[config.mk]
export PLATFORM = sky130hd
export DESIGN_NAME = tape_loader
export DESIGN_NICKNAME = d
export VERILOG_FILES = /design/src/rtl/tl_pkg.sv /design/src/rtl/tl_pair.sv /design/src/rtl/tl_sum.sv /design/src/rtl/tl_origin.sv /design/src/rtl/tape_loader.sv
export SDC_FILE = /design/constraint.sdc
export NUM_CORES = 1
export LEC_CHECK = 0
export ABC_AREA = 1
export BUFFER_PORTS_ARGS = -buffer_cell sky130_fd_sc_hd__buf_2
export CORE_UTILIZATION = 55
export DETAILED_ROUTE_END_ITERATION = 8
export GPL_TIMING_DRIVEN = 0
export PLACE_DENSITY = 0.81
export SLEW_MARGIN = 15
export SYNTH_ARGS = -nofsm -noshare
export SYNTH_HDL_FRONTEND = slang
export SYNTH_SLANG_ARGS = --single-unit
[constraint.sdc]
create_clock -name clk_i -period 2.87 [get_ports clk_i]
set_input_delay 0.287 -clock clk_i [delete_from_list [all_inputs] [get_ports clk_i]]
set_output_delay 0.287 -clock clk_i [all_outputs]
set_load 0.02 [all_outputs]
[src/rtl/tl_pkg.sv]
package tl_pkg;
  localparam int BYTE_W = 8;
  localparam int WORD_W = 16;

  typedef enum logic [3:0] {
    S_IDLE, S_CNT_HI, S_ORG_LO, S_ORG_HI, S_SUM_LO, S_SUM_HI,
    S_DAT_LO, S_DAT_HI, S_FILL, S_SKIP, S_HALT
  } tl_state_e;

  typedef enum logic [1:0] {
    E_NONE = 2'd0, E_SUM = 2'd1, E_NXM = 2'd2, E_FMT = 2'd3
  } tl_err_e;
endpackage

[src/rtl/tl_pair.sv]
module tl_pair
  import tl_pkg::*;
(
  input  logic              clk_i,
  input  logic              rst_ni,
  input  logic              lo_we_i,
  input  logic [BYTE_W-1:0] byte_i,
  output logic [WORD_W-1:0] word_o
);
  logic [BYTE_W-1:0] lo_q;

  always_ff @(posedge clk_i or negedge rst_ni)
    if (!rst_ni)      lo_q <= '0;
    else if (lo_we_i) lo_q <= byte_i;

  assign word_o = {byte_i, lo_q};
endmodule

[src/rtl/tl_sum.sv]
module tl_sum
  import tl_pkg::*;
(
  input  logic              clk_i,
  input  logic              rst_ni,
  input  logic              ld_i,
  input  logic              add_i,
  input  logic [WORD_W-1:0] word_i,
  output logic              next_zero_o,
  output logic              sum_zero_o
);
  logic [WORD_W-1:0] sum_q, sum_n;

  assign sum_n = sum_q + word_i;

  always_ff @(posedge clk_i or negedge rst_ni)
    if (!rst_ni)     sum_q <= '0;
    else if (ld_i)   sum_q <= word_i;
    else if (add_i)  sum_q <= sum_n;

  assign next_zero_o = (sum_n == '0);
  assign sum_zero_o  = (sum_q == '0);
endmodule

[src/rtl/tl_origin.sv]
module tl_origin
  import tl_pkg::*;
#(
  parameter int MEM_WORDS = 32768
) (
  input  logic              clk_i,
  input  logic              rst_ni,
  input  logic              ld_i,
  input  logic              inc_i,
  input  logic [WORD_W-1:0] word_i,
  output logic [WORD_W-1:0] origin_o,
  output logic              oob_o
);
  localparam logic [WORD_W:0] LIMIT = (WORD_W+1)'(MEM_WORDS);
  logic [WORD_W-1:0] org_q;

  always_ff @(posedge clk_i or negedge rst_ni)
    if (!rst_ni)     org_q <= '0;
    else if (ld_i)   org_q <= word_i;
    else if (inc_i)  org_q <= org_q + 1'b1;

  assign origin_o = org_q;
  assign oob_o    = ({1'b0, org_q} >= LIMIT);
endmodule

[src/rtl/tape_loader.sv]
module tape_loader
  import tl_pkg::*;
#(
  parameter int MEM_WORDS = 32768,
  parameter int LIT_MAX   = 20
) (
  input  logic              clk_i,
  input  logic              rst_ni,
  input  logic              byte_valid_i,
  input  logic [BYTE_W-1:0] byte_i,
  input  logic              end_i,
  output logic              wr_en_o,
  output logic [WORD_W-1:0] wr_addr_o,
  output logic [WORD_W-1:0] wr_data_o,
  output logic              fill_busy_o,
  output logic              start_valid_o,
  output logic [WORD_W-1:0] start_addr_o,
  output logic [1:0]        err_code_o
);
  localparam logic [WORD_W-1:0] LIT_LIM = WORD_W'(LIT_MAX);

  tl_state_e         state_q, state_d;
  tl_err_e           err_q, err_d;
  logic [WORD_W-1:0] cnt_q, cnt_d, len_q, len_d, rep_q, rep_d;
  logic [WORD_W-1:0] waddr_q, waddr_d, wdata_q, wdata_d, start_q, start_d;
  logic              wr_q, wr_d, sv_q, sv_d;
  logic [WORD_W-1:0] word, origin;
  logic              take, lo_we, sum_ld, sum_add, next_zero, sum_zero;
  logic              org_ld, org_inc, oob;

  assign take  = byte_valid_i && !end_i && state_q != S_FILL && state_q != S_HALT;
  assign lo_we = take && (state_q == S_IDLE || state_q == S_ORG_LO ||
                          state_q == S_SUM_LO || state_q == S_DAT_LO);
  assign sum_ld  = take && state_q == S_CNT_HI;
  assign sum_add = take && (state_q == S_ORG_HI || state_q == S_SUM_HI ||
                            state_q == S_DAT_HI);
  assign org_ld  = take && state_q == S_ORG_HI;

  tl_pair u_pair (
    .clk_i, .rst_ni, .lo_we_i(lo_we), .byte_i, .word_o(word)
  );

  tl_sum u_sum (
    .clk_i, .rst_ni, .ld_i(sum_ld), .add_i(sum_add), .word_i(word),
    .next_zero_o(next_zero), .sum_zero_o(sum_zero)
  );

  tl_origin #(.MEM_WORDS(MEM_WORDS)) u_org (
    .clk_i, .rst_ni, .ld_i(org_ld), .inc_i(org_inc), .word_i(word),
    .origin_o(origin), .oob_o(oob)
  );

  always_comb begin
    state_d = state_q;  err_d   = err_q;
    cnt_d   = cnt_q;    len_d   = len_q;   rep_d = rep_q;
    waddr_d = waddr_q;  wdata_d = wdata_q; wr_d  = 1'b0;
    sv_d    = sv_q;     start_d = start_q; org_inc = 1'b0;
    if (end_i && state_q != S_IDLE && state_q != S_SKIP && state_q != S_HALT) begin
      err_d = E_FMT; state_d = S_HALT;
    end else if (state_q == S_FILL) begin
      if (oob) begin
        err_d = E_NXM; state_d = S_HALT;
      end else begin
        wr_d = 1'b1; waddr_d = origin; wdata_d = rep_q;
        org_inc = 1'b1; len_d = len_q - 1'b1;
        if (len_q == 16'd1) begin
          if (sum_zero) state_d = S_IDLE;
          else begin err_d = E_SUM; state_d = S_HALT; end
        end
      end
    end else if (take) begin
      unique case (state_q)
        S_IDLE:   if (byte_i != '0) state_d = S_CNT_HI;
        S_CNT_HI: begin cnt_d = word; state_d = S_ORG_LO; end
        S_ORG_LO: state_d = S_ORG_HI;
        S_ORG_HI: state_d = S_SUM_LO;
        S_SUM_LO: state_d = S_SUM_HI;
        S_SUM_HI: begin
          if (cnt_q[WORD_W-1:1] == '0) begin
            if (!next_zero) begin
              err_d = E_SUM; state_d = S_HALT;
            end else begin
              if (cnt_q[0]) begin sv_d = 1'b1; start_d = origin; end
              state_d = S_IDLE;
            end
          end else if (!cnt_q[WORD_W-1]) begin
            state_d = S_SKIP;
          end else begin
            len_d = '0 - cnt_q; state_d = S_DAT_LO;
          end
        end
        S_DAT_LO: state_d = S_DAT_HI;
        S_DAT_HI: begin
          if (len_q > LIT_LIM) begin
            rep_d = word; state_d = S_FILL;
          end else if (oob) begin
            err_d = E_NXM; state_d = S_HALT;
          end else begin
            wr_d = 1'b1; waddr_d = origin; wdata_d = word;
            org_inc = 1'b1; len_d = len_q - 1'b1;
            if (len_q == 16'd1) begin
              if (next_zero) state_d = S_IDLE;
              else begin err_d = E_SUM; state_d = S_HALT; end
            end else state_d = S_DAT_LO;
          end
        end
        S_SKIP:   if (byte_i == 8'hFF) state_d = S_IDLE;
        default:  state_d = state_q;
      endcase
    end
  end

  always_ff @(posedge clk_i or negedge rst_ni)
    if (!rst_ni) begin
      state_q <= S_IDLE; err_q <= E_NONE;
      cnt_q <= '0; len_q <= '0; rep_q <= '0;
      waddr_q <= '0; wdata_q <= '0; wr_q <= 1'b0;
      sv_q <= 1'b0; start_q <= '0;
    end else begin
      state_q <= state_d; err_q <= err_d;
      cnt_q <= cnt_d; len_q <= len_d; rep_q <= rep_d;
      waddr_q <= waddr_d; wdata_q <= wdata_d; wr_q <= wr_d;
      sv_q <= sv_d; start_q <= start_d;
    end

  assign wr_en_o       = wr_q;
  assign wr_addr_o     = waddr_q;
  assign wr_data_o     = wdata_q;
  assign fill_busy_o   = (state_q == S_FILL);
  assign start_valid_o = sv_q;
  assign start_addr_o  = start_q;
  assign err_code_o    = err_q;
endmodule

==> impl_metrics.yaml <==
worst_setup_path:
  crit_arrival_ns: 3.06
  start_kind: "flip-flop"
  crit_family: "simple AND/OR/NAND/NOR gates"
  crit_type: "reg2reg"
  critPathCaptureType: "flip-flop"
  worstPathCellList: "ha_2 -> fa_2 -> nand3_1 -> nand3_2 -> nand2_1 -> nand3b_1 -> nand2_1 -> nand3_1 -> nor2_4 -> nand3_4 -> or2_1 -> buf_6 -> buf_6 -> nand2_2 -> o21ai_2"
  cp_slowest_cell: "dfrtp_2"
  cp_max_fo: 10
  worstPathRequired_ns: 3.19
  path_buf_inv: 2
  cpPeakStageDelay_ns: 0.45
sta:
  tightest_slew_ns: 0.785
  fin_hold_ws_ns: 0.171
  finalCriticalPeriod_ns: 2.74
  final-setup-viol-count: 0
  max_freq_mhz: 365
  finalCritPeriodShare_pct: 95.6
  drv_slew: 0
  relSlewSlack_pct: 47.3
  finalHoldViolCount: 0
  fin_skew_ns: 0.0108
synth:
  synth_ff_type: "dfrtp_1"
  netlist_area_sq_um: 8240
  syn_nets: 1114
  synth-edff-count: 0
  async_flop_share_pct: 100
  ys_seq_area_share_pct: 43.7
  synthCells: 1080
  yosysWarnings: 0
  avgSynthCellArea_sq_um: 7.63
  synth-seq-cells: 144
  ys_types: 40
cts:
  cts_tree: "done"
  cts_sinks: 144
  path_clk_slew_ns: 0.07
  htreeDepth: 4
  ctsLongestPathBuffers: 2
  clkLatencyLatePin_ns: 0.44
  numCtsBuffers: 17
  clock_tree.root_cell: "clkbuf_16"
grt:
  grt_pass1_wl_mm: 38.0
  grt_overflow_total: 0
  grt_pass1_vias: 7403
  antenna_found_initial: 0
  grt_max_degree: 75
  track_usage_pct: 30.8
final_layout:
  multi_input_area_sq_um: 3980
  final_common_cell: "nand2_1"
  final_cell_mix: "nand2_1 (277), inv_1 (142), dfrtp_1 (139)"
  fill_cells: 1200
  finish.net_count: 1202
  syn2layout_area_growth_pct: 16.0
  drive_gt1_share_pct: 15.7
  diodes: 0
  seq_area_sq_um: 3610
  final_cells: 1365
routing:
  vias: 7794
  via_per_inst: 5.71
  wl_per_cell_microns: 16.6
  drc: 0
  drt_wl_total_mm: 22.6
  antenna_left: 0
  first_iter_violations: 654
  drt-pass1-iter-count: 6
die:
  start_util_pct: 56.5
  fp.dieH_microns: 124
  io-pin-count: 65
  coreArea_sq_um: 14600
  rows: 44
  dieArea_sq_um: 15500
  die_x_microns: 124
placement:
  place_inst: 1329
  dpl.hpwl_mm: 16.2
  place_congestion: 0.924
  io_buffers: 64
min_path:
  hold_class: "in2reg"
outcome:
  status: "finished clean"
power:
  cellPowerDensity_nw_per_um2: 1160
  worst_ir_drop_vdd_uv: 588
  power_leakage_nw: 4.71
flow_run:
  maxCapViolCount: 0
Yosys cell counts, drive strengths merged (4+ instances only):
cell	count	area share [%]
o221ai	12	1.3
nand3b	6	0.55
nand2	295	14
dfrtp	144	44
a21oi	21	1.3
a31oi	23	1.7
inv	151	6.9
nor4	4	0.30
nand4	11	0.83
nor2	95	4.5
clkbuf	21	0.96
ha	21	3.2
o21ai	117	7.8
buf	14	1.2
o211ai	13	1.2
xor2	25	2.7
nor3	22	1.7
xnor2	4	0.42
o311ai	4	0.42
nand3	65	4.2
cell families after synthesis:
family | after synthesis | synth area share (%)
mux | 1 | 0.137
xor+xnor | 29 | 3.08
flops | 144 | 43.7
simple gates | 504 | 26.5
fa+ha+maj | 22 | 3.43
compound gates | 194 | 14.1
buf+inv | 186 | 9.01
power breakdown:
part | internal [mW] | switching [mW]
logic | 1.80 | 3.39
registers | 2.82 | 0.743
clock network | 1.33 | 0.973
total | 5.95 | 5.11
path summary, 6_finish.rpt:
| kind | from | end | slack [ns] | cells after the start |
|---|---|---|---|---|
| max | u_pair.lo_q[0] | start_addr_o[6] | 0.13 | 15 |
| min | byte_i[7] | wr_data_o[15] | 0.17 | 3 |
| max reg2reg | u_pair.lo_q[0] | start_addr_o[6] | 0.13 | 15 |
| min reg2reg | start_valid_o | start_valid_o | 0.46 | 2 |
| max in group asynchronous | rst_ni | u_pair.lo_q[0] | 1.71 | 3 |
| min in group asynchronous | rst_ni | wr_addr_o[5] | 0.40 | 2 |
cell type report:
type,count,share of cell area [%]
multi-input combinational,750,41.6
sequential,144,37.8
inverter,151,5.93
clock buffer,18,4.59
timing repair buffer,69,4.08
tap,184,2.41
buffer,35,1.85
clock inverter,14,1.75
state kept, by name, summed over array words and instances, names as in the netlist:
| name | cells |
|---|---|
| start_valid_o | 1 |
| u_org.origin_o | 16 |
| err_code_o | 2 |
| state_q | 4 |
| rep_q | 16 |
| wr_en_o | 1 |
| u_sum.sum_q | 16 |
| len_q | 16 |
| wr_addr_o | 16 |
| u_pair.lo_q | 8 |
| start_addr_o | 16 |
| cnt_q | 16 |
| wr_data_o | 16 |
routing by layer:
layer / global-route usage [%] / vias up / wire length, microns
met2: 48.1 / 338 / 10400
met5: 0 / - / 0
met4: 13.5 / 0 / 822
met1: 42.3 / 3706 / 9880
li1: - / 3687 / -
met3: 5.07 / 63 / 1550
metrics by stage:
stage / utilization [%] / instance area [sq um] / setup WS [ns] / TNS (ns) / total power [mW]
4_1_cts: 64.9 / 9460 / 0.00752 / 0 / 10.8
6_report: 65.5 / 9560 / 0.128 / 0 / 11.1
3_5_place_dp: 60.5 / 8830 / -0.107 / -1.45 / 8.43
5_1_grt: 65.5 / 9560 / -0.00256 / -0.00256 / 11.9
3_3_place_gp: 60.3 / 8790 / -0.488 / -70.40 / 8.29
2_1_floorplan: - / 8240 / 0.293 / 0 / 7.02
worst min-delay path: cells and delay by family:
| family | cells | cell delay (ns) |
|---|---|---|
| buffers and inverters | 1 | 0.13 |
| AO/OA/AOI/OAI | 1 | 0.08 |
| AND/OR/NAND/NOR | 1 | 0.07 |
timing repair:
item                       CTS  global route
pin swaps                    3             3
hold buffers                 1             0
gates resized for setup      2            18
setup endpoints to repair   17            17
hold endpoints to repair    70             0
buffers inserted             1             2
Power figures use the tool's default switching activity.
